`config.mk`:
```
export PLATFORM = sky130hd
export DESIGN_NAME = lldma_chan
export DESIGN_NICKNAME = d
export VERILOG_FILES = /design/src/rtl/lldma_chan.sv
export SDC_FILE = /design/constraint.sdc
export NUM_CORES = 1
export LEC_CHECK = 0
export BUFFER_PORTS_ARGS = -buffer_cell sky130_fd_sc_hd__buf_4
export CAP_MARGIN = 15
export CORE_ASPECT_RATIO = 0.6
export CORE_UTILIZATION = 55
export DETAILED_ROUTE_END_ITERATION = 12
export GPL_TIMING_DRIVEN = 0
export MAX_ROUTING_LAYER = met4
export PLACE_DENSITY_LB_ADDON = 0.08
export SLEW_MARGIN = 20
export SYNTH_ARGS = -nofsm -noshare
export SYNTH_HDL_FRONTEND = slang
export SYNTH_SLANG_ARGS = --single-unit
```
`constraint.sdc`:
```
create_clock -name clk -period 3.2 [get_ports clk]
set_input_delay 0 -clock clk [delete_from_list [all_inputs] [get_ports clk]]
set_output_delay 0 -clock clk [all_outputs]
set_load 0.01 [all_outputs]
```
`src/rtl/lldma_chan.sv`:
```
module lldma_chan #(
  parameter int AW    = 32,
  parameter int ALIGN = 6
) (
  input  logic          clk,
  input  logic          rst_n,
  input  logic          start,
  input  logic [AW-1:0] start_ptr,
  input  logic          stop,
  input  logic          query,
  input  logic [AW-1:0] query_ptr,
  input  logic [1:0]    width_sel,
  output logic          mem_req,
  output logic          mem_we,
  output logic [AW-1:0] mem_addr,
  output logic [31:0]   mem_wdata,
  input  logic          mem_ack,
  input  logic [31:0]   mem_rdata,
  output logic [31:0]   per_addr,
  output logic          per_wvalid,
  output logic [31:0]   per_wdata,
  input  logic          per_wready,
  input  logic          per_rvalid,
  input  logic [31:0]   per_rdata,
  output logic          per_rready,
  output logic          busy,
  output logic          irq
);
  localparam int NW = 7;
  localparam int IW = $clog2(NW);

  typedef enum logic [3:0] {
    S_IDLE, S_FETCH, S_BOUND, S_MRD, S_PWR, S_PRD, S_MWR, S_DONE, S_WB
  } st_t;

  st_t            state;
  logic [IW-1:0]  idx;
  logic [31:0]    dw [NW];
  logic [AW-1:0]  ptr, qaddr;
  logic           q_pend, stop_pend, wb_idle;
  logic [31:0]    data_q;
  logic [AW-1:0]  step, word_off;
  logic           last_word, unit_done;

  function automatic logic [AW-1:0] align_dn(input logic [AW-1:0] a);
    return {a[AW-1:ALIGN], {ALIGN{1'b0}}};
  endfunction

  assign step      = (width_sel == 2'd0) ? AW'(1) : (width_sel == 2'd1) ? AW'(2) : AW'(4);
  assign word_off  = AW'({idx, 2'b00});
  assign last_word = (idx == IW'(NW - 1));
  assign unit_done = (state == S_PWR && per_wready) || (state == S_MWR && mem_ack);

  assign mem_req    = state inside {S_FETCH, S_MRD, S_MWR, S_WB};
  assign mem_we     = state inside {S_MWR, S_WB};
  assign mem_addr   = (state == S_FETCH) ? ptr + word_off :
                      (state == S_WB)    ? qaddr + word_off : dw[1][AW-1:0];
  assign mem_wdata  = (state == S_WB) ? dw[idx] : data_q;
  assign per_addr   = dw[2];
  assign per_wvalid = (state == S_PWR);
  assign per_wdata  = data_q;
  assign per_rready = (state == S_PRD);
  assign busy       = !(state == S_IDLE || (state == S_WB && wb_idle));

  always_ff @(posedge clk or negedge rst_n) begin
    if (!rst_n) begin
      state     <= S_IDLE;
      idx       <= '0;
      for (int i = 0; i < NW; i++) dw[i] <= '0;
      ptr       <= '0;
      qaddr     <= '0;
      q_pend    <= 1'b0;
      stop_pend <= 1'b0;
      wb_idle   <= 1'b0;
      data_q    <= '0;
      irq       <= 1'b0;
    end else begin
      irq <= 1'b0;
      if (stop && busy) stop_pend <= 1'b1;
      if (query && !q_pend) begin
        q_pend <= 1'b1;
        qaddr  <= align_dn(query_ptr);
      end
      if (unit_done) begin
        dw[1] <= dw[1] + 32'(step);
        dw[3] <= dw[3] - 32'd1;
      end
      case (state)
        S_IDLE: begin
          stop_pend <= 1'b0;
          if (start) begin
            ptr   <= align_dn(start_ptr);
            idx   <= '0;
            state <= S_FETCH;
          end else if (q_pend) begin
            wb_idle <= 1'b1;
            idx     <= '0;
            state   <= S_WB;
          end
        end
        S_FETCH: if (mem_ack) begin
          dw[idx] <= mem_rdata;
          if (last_word) state <= S_BOUND;
          else idx <= idx + 1'b1;
        end
        S_BOUND: begin
          if (q_pend) begin
            wb_idle <= 1'b0;
            idx     <= '0;
            state   <= S_WB;
          end else if (dw[3] == 32'd0) begin
            state <= S_DONE;
          end else if (stop_pend) begin
            stop_pend <= 1'b0;
            state     <= S_IDLE;
          end else begin
            state <= dw[6][12] ? S_MRD : S_PRD;
          end
        end
        S_MRD: if (mem_ack) begin
          data_q <= mem_rdata;
          state  <= S_PWR;
        end
        S_PWR: if (per_wready) state <= S_BOUND;
        S_PRD: if (per_rvalid) begin
          data_q <= per_rdata;
          state  <= S_MWR;
        end
        S_MWR: if (mem_ack) state <= S_BOUND;
        S_DONE: begin
          irq <= dw[6][1] & ~dw[6][0];
          if (!stop_pend && dw[0][0]) begin
            ptr   <= align_dn(dw[0][AW-1:0]);
            idx   <= '0;
            state <= S_FETCH;
          end else begin
            stop_pend <= 1'b0;
            state     <= S_IDLE;
          end
        end
        S_WB: if (mem_ack) begin
          if (last_word) begin
            q_pend <= 1'b0;
            state  <= wb_idle ? S_IDLE : S_BOUND;
          end else idx <= idx + 1'b1;
        end
        default: state <= S_IDLE;
      endcase
    end
  end

  assert_fetch_align_R1: assert property (@(posedge clk) disable iff (!rst_n)
    (state == S_FETCH && idx == '0) |-> (mem_addr[ALIGN-1:0] == '0 && !mem_we));

  assert_zero_len_still_R5: assert property (@(posedge clk) disable iff (!rst_n)
    (per_wvalid || per_rready) |-> (dw[3] != 32'd0));

  assert_idle_quiet_R6: assert property (@(posedge clk) disable iff (!rst_n)
    !busy |-> (!per_wvalid && !per_rready));

  assert_irq_single_R7: assert property (@(posedge clk) disable iff (!rst_n)
    irq |=> !irq);

  assert_req_hold_R12: assert property (@(posedge clk) disable iff (!rst_n)
    (mem_req && !mem_ack) |=> (mem_req && $stable(mem_addr) && $stable(mem_we) && $stable(mem_wdata)));

  assert_pw_hold_R12: assert property (@(posedge clk) disable iff (!rst_n)
    (per_wvalid && !per_wready) |=> (per_wvalid && $stable(per_wdata)));
endmodule

```
-- Yosys cells after proc, flatten, opt, wreduce, memory -nomap -nowiden
Index checks and enable logic that the tools add are counted.
- output and inout bits: 134
- bits in registers: 325
- RAM bits: 0
- ROM bits: 0
- input port bits: 138
- bits in latches: 0
- word-level logic and storage cells: 139
- memories kept: 0
- equality and inequality tests: 26
- $add $sub $neg: 5
- div/mod/pow operators: 0
- $lt $le $gt $ge: 2
- shift operators: 0
- mux-type cells: 59
- bitwise logic cells: 3
- reduce and logical (&&, ||, !) cells: 28
- multipliers: 0
- operators with widths (cell ; count):
    192-bit 2-to-1 mux ; 2
    32-bit 2-to-1 mux ; 12
    224-bit bitwise mux ; 1
    32-bit case mux with 2 select lines ; 2
    32-bit binary-select mux with 3-bit select ; 1
    32-bit demux with 3-bit select ; 1
    32-bit by 5-bit adder with 32-bit output ; 2
    4-bit 2-to-1 mux ; 11
    4-bit case mux with 9 select lines ; 1
    32-bit by 3-bit adder with 32-bit output ; 1
    32-bit zero test ; 1
    32-bit by 1-bit subtractor with 32-bit output (second input constant) ; 1
    3-bit 2-to-1 mux ; 10
    2-bit != test (second input constant) ; 13
    4-bit by 3-bit equality test with 1-bit output (second input constant) ; 4
    1-bit 2-to-1 mux ; 14
    3-bit case mux with 4 select lines ; 1
    9-bit AND reduction ; 1
    4-bit by 2-bit equality test with 1-bit output (second input constant) ; 2
    4-bit AND reduction ; 2
    2-bit nonzero test ; 4
    4-bit nonzero test ; 2
    1-bit logical AND ; 7
    3-bit AND reduction ; 2
    other kinds (21) ; 25

-- Logic depth before layout (Yosys ltp)
- depth in word-level cells: 10
- mapped depth: 8
- mapped depth without buffers: 8

-- Worst setup path after synthesis
No wires, ideal clock.
- path type: register -> register
- start point: register state[0]
- end point: register dw[187] (netlist bit)
- stages on the path, launching flop included: 8
- setup slack: 0.631 ns
- path buffers: 2
- clock period less this slack: 2.569 ns
- arrival time: 2.487 ns
- path through: dfrtp_1 > or3b_1 > or3_1 > buf_2 > or4_1 > clkbuf_2 > or4_1 > a31oi_1
- word-level cells in the longest chain between the ends: 7
- elaborated cells on any way between the ends: 10
- classes of those cells: eq/ne (3); mux (4); reduce/logical (3)
- RTL lines (what ; RTL line ; text):
    from (decl) ; 36 ; st_t state;
    from (signal assigned) ; 117 ; state <= dw[6][12] ? S_MRD : S_PRD;
    from (signal assigned) ; 144 ; state <= wb_idle ? S_IDLE : S_BOUND;
    4-bit by 3-bit equality test with 1-bit output ; 52 ; assign unit_done = (state == S_PWR && per_wready) || (state == S_MWR && mem_ack);
    1-bit logical AND ; 52 ;
    1-bit logical OR ; 52 ;
    32-bit 2-to-1 mux ; 84 ; if (unit_done) begin
    224-bit bitwise mux ; 102 ; dw[idx] <= mem_rdata;
    192-bit 2-to-1 mux ; 101 ; S_FETCH: if (mem_ack) begin
    192-bit 2-to-1 mux (*) ; 88 ; case (state)
    to (signal, indexed assignment) ; 102 ;
    to (decl) ; 38 ; logic [31:0] dw [NW];
Every way passes the cells marked *; elsewhere a longest branch is shown, timed or not.
A chain may end at the register's enable or synchronous reset.

-- Worst setup path after layout
- start point: register state[2]
- end point: register dw (netlist bit per_addr[21])
- word-level cells in the longest chain between the ends: 2
- RTL lines (what ; RTL line):
    4-bit by 1-bit equality test with 1-bit output ; 88
    2-bit AND reduction (no source line) ; --
Every way passes these cells.

==> results.toml <==
[outcome]
status = "complete, no violations"

[floorplanning]
core_mm2 = 0.02998
fp.dieW_um = 227.8
io-pin-count = 272
die_area_mm2 = 0.03131
fp-row-count = 49
die_h_um = 137.5
initial_core_util_pct = 56.10

[worst_setup_path]
reg2reg_depth = 5
start_kind = "flop"
r2r_start = "state[2]$_DFFE_PN0P_"
critical_path_buf_inv_count = 1
worst-path-max-fanout = 10
cpPeakStageDelay_ps = 640
reg2reg_slack_ps = 30
endpoint_kind = "flop"
crit_chain = "or2_2 -> nor2_4 -> nand4_1 -> clkbuf_1 -> mux2_2"
crit_family = "simple AND/OR/NAND/NOR gates"
worstReg2RegEnd = "per_addr[21]$_DFFE_PN0P_"
required_ps = 3680
cp_slowest_cell = "clkbuf_1"
cp.arrival_ps = 3650
critPathKind = "flop to flop"

[power_and_ir_drop]
leakagePower_uw = 0.009899
vdd_drop_max_mv = 0.5643
powerDensity_mw_per_mm2 = 963.4

[flow_run]
cap_violations = 0

[layout]
area_growth_pct = 30.41
final_util_pct = 73.16
stdcell_count = 2427
drive_gt1_share_pct = 30.36
fin_nets = 2141
final_cell_mix = "dfrtp_1 (319), buf_4 (289), mux2_2 (193)"
fillers = 2146
layout_commonest_cell = "dfrtp_1"
postLayoutCellArea_mm2 = 0.02193
antennaDiodeCount = 0

[timing]
setup_slack_ps = 30.20
hold_viol_final = 0
slew_viol_final = 0
slew-limit-headroom_pct = 23.07
finalCritPeriodShare_pct = 99.06
worst_pin_slew_ps = 1154
fin_crit_ps = 3170
finClkSkew_ps = 23.64
rsz0062_at_grt = "false"
setup_viol = 0
setup_tns_ps = 0
max_freq_ghz = 0.3155

[logic_synthesis]
synth_area_mm2 = 0.01682
synth-edff-count = 0
synth_seq_cells = 319
syn_nets = 1721
yosysSeqAreaShare_pct = 47.46
ys.warnings.count = 0
synthArstFlopShare_pct = 100.0
avgSynthCellArea_um2 = 10.68
synth_cell_types = 50
synthCells = 1575
ys.flop_type = "dfrtp_1"

[routing]
viasPerCell = 6.118
first_iter_violations = 1512
wl_per_cell_um = 24.63
ant_nets = 0
vias = 14848
wl_um = 59790
first_pass_iters = 5
drc = 0

[clock_tree]
numCtsBuffers = 31
cts_setup_buffers = 0
cts.sinks = 319
cts_tree = "yes"
clock_path_buffers = 3
clk_latency_ps = 600
clock-root-buffer = "clkbuf_16"
path_clk_slew_ps = 70
htreeDepth = 1

[grt]
grt_pass1_vias = 14413
grt_pass1_wl_um = 89410
grt_usage_pct = 39.32
grt_max_degree = 95
antenna_found_initial = 1
globalRoute.totalOverflow = 0

[place]
dp_hpwl_um = 41450
placed_cells = 2245
post-place-ws_ps = -412.6
gp_congestion = 0.9454
portBuffers = 258
postPlaceCellArea_mm2 = 0.01937

[worst_hold_path]
hold_class = "input pin to asynchronous set/reset pin"
## flip-flops by register name, summed over array words and instances (netlist names), 3 cells and up
register,flops
idx,3
per_wdata,32
qaddr,26
state,4
dw,192
per_addr,32
ptr,26
## timing repair
| item | 4_1_cts | 5_1_grt |
|---|---|---|
| gates resized for setup | 23 | 25 |
| hold buffers | 126 | 0 |
| endpoints found under the setup margin | 101 | 52 |
| hold endpoints to repair | 405 | 0 |
## worst max path at each step
stage | startpoint | endpoint | cells after the start
after detailed placement | state[3]$_DFFE_PN0P_ | ptr[30]$_DFFE_PN0P_ | 7
final | state[2]$_DFFE_PN0P_ | per_addr[21]$_DFFE_PN0P_ | 5
after global routing | state[2]$_DFFE_PN0P_ | mem_addr[10] | 5
after global placement | rst_n | qaddr[11]$_DFFE_PN0P_ | 1
after CTS | idx[2]$_DFFE_PN0P_ | mem_wdata[25] | 7
after floorplan | state[0]$_DFFE_PN0P_ | dw[187]$_DFF_PN0_ | 7
## metal layers
metal	routed length, um	vias to the layer above	global-route usage (%)	share of wire, %
met4	1385	0	9.422	2.3
met5	0	-	-	0
li1	-	6471	-	-
met2	25360	829	54.71	42
met3	6662	107	10.47	11
met1	26380	7441	56.90	44
## metrics by stage
stage	hold WS (ps)	total power (uW)
finish	45.86	21130
floorplan	-295.6	12160
global placement	233.6	16010
detailed placement	83.10	16280
CTS	69.10	20880
global route	118.1	22120
## Yosys cell counts (all sizes together) (7+ instances only)
| cell type | count | area share [%] |
|---|---|---|
| dfrtp | 319 | 47 |
| mux2 | 193 | 13 |
| nor2 | 143 | 3.2 |
| a21oi | 124 | 3.7 |
| nand2 | 123 | 2.7 |
| mux2i | 115 | 6.8 |
| o21ai | 104 | 3.1 |
| clkbuf | 82 | 1.8 |
| buf | 57 | 2.0 |
| mux4 | 30 | 4.0 |
| o211ai | 30 | 1.3 |
| xor2 | 30 | 1.6 |
| xnor2 | 25 | 1.3 |
| nor4 | 21 | 0.78 |
| nand3 | 19 | 0.57 |
| nand4 | 14 | 0.52 |
| nor3 | 14 | 0.42 |
| inv | 12 | 0.27 |
| a31oi | 10 | 0.37 |
| or3 | 10 | 0.37 |
| nor2b | 9 | 0.33 |
| and3 | 7 | 0.26 |
| and4 | 7 | 0.36 |
| ha | 7 | 0.52 |
## layout make-up
type,count,area [um^2],share of cell area [%]
Clock inverter,19,362.8,1.654
Inverter,12,45.04,0.2054
Sequential cell,319,7983,36.39
Multi-Input combinational cell,1105,8190,37.34
Buffer,138,686.9,3.132
Clock buffer,38,862.1,3.930
Timing Repair Buffer,388,3293,15.01
Tap cell,408,510.5,2.327
## cells by family (layout without fill, tap and decap cells)
| logic type | Yosys count | count (layout) | synth area share (%) |
|---|---|---|---|
| xor+xnor | 55 | 55 | 2.864 |
| buf+inv | 151 | 595 | 4.106 |
| mux | 338 | 338 | 23.78 |
| flops | 319 | 319 | 47.46 |
| compound gates | 297 | 297 | 9.857 |
| fa+ha+maj | 8 | 8 | 0.6398 |
| simple gates | 407 | 407 | 11.29 |
## where the power goes
group	switching, uW	total [uW]	internal (uW)
registers	1620	7240	5620
logic	4940	9460	4520
clock network	1710	4420	2720
total	8270	21100	12900
No activity file was read; power rests on OpenSTA's default activity.
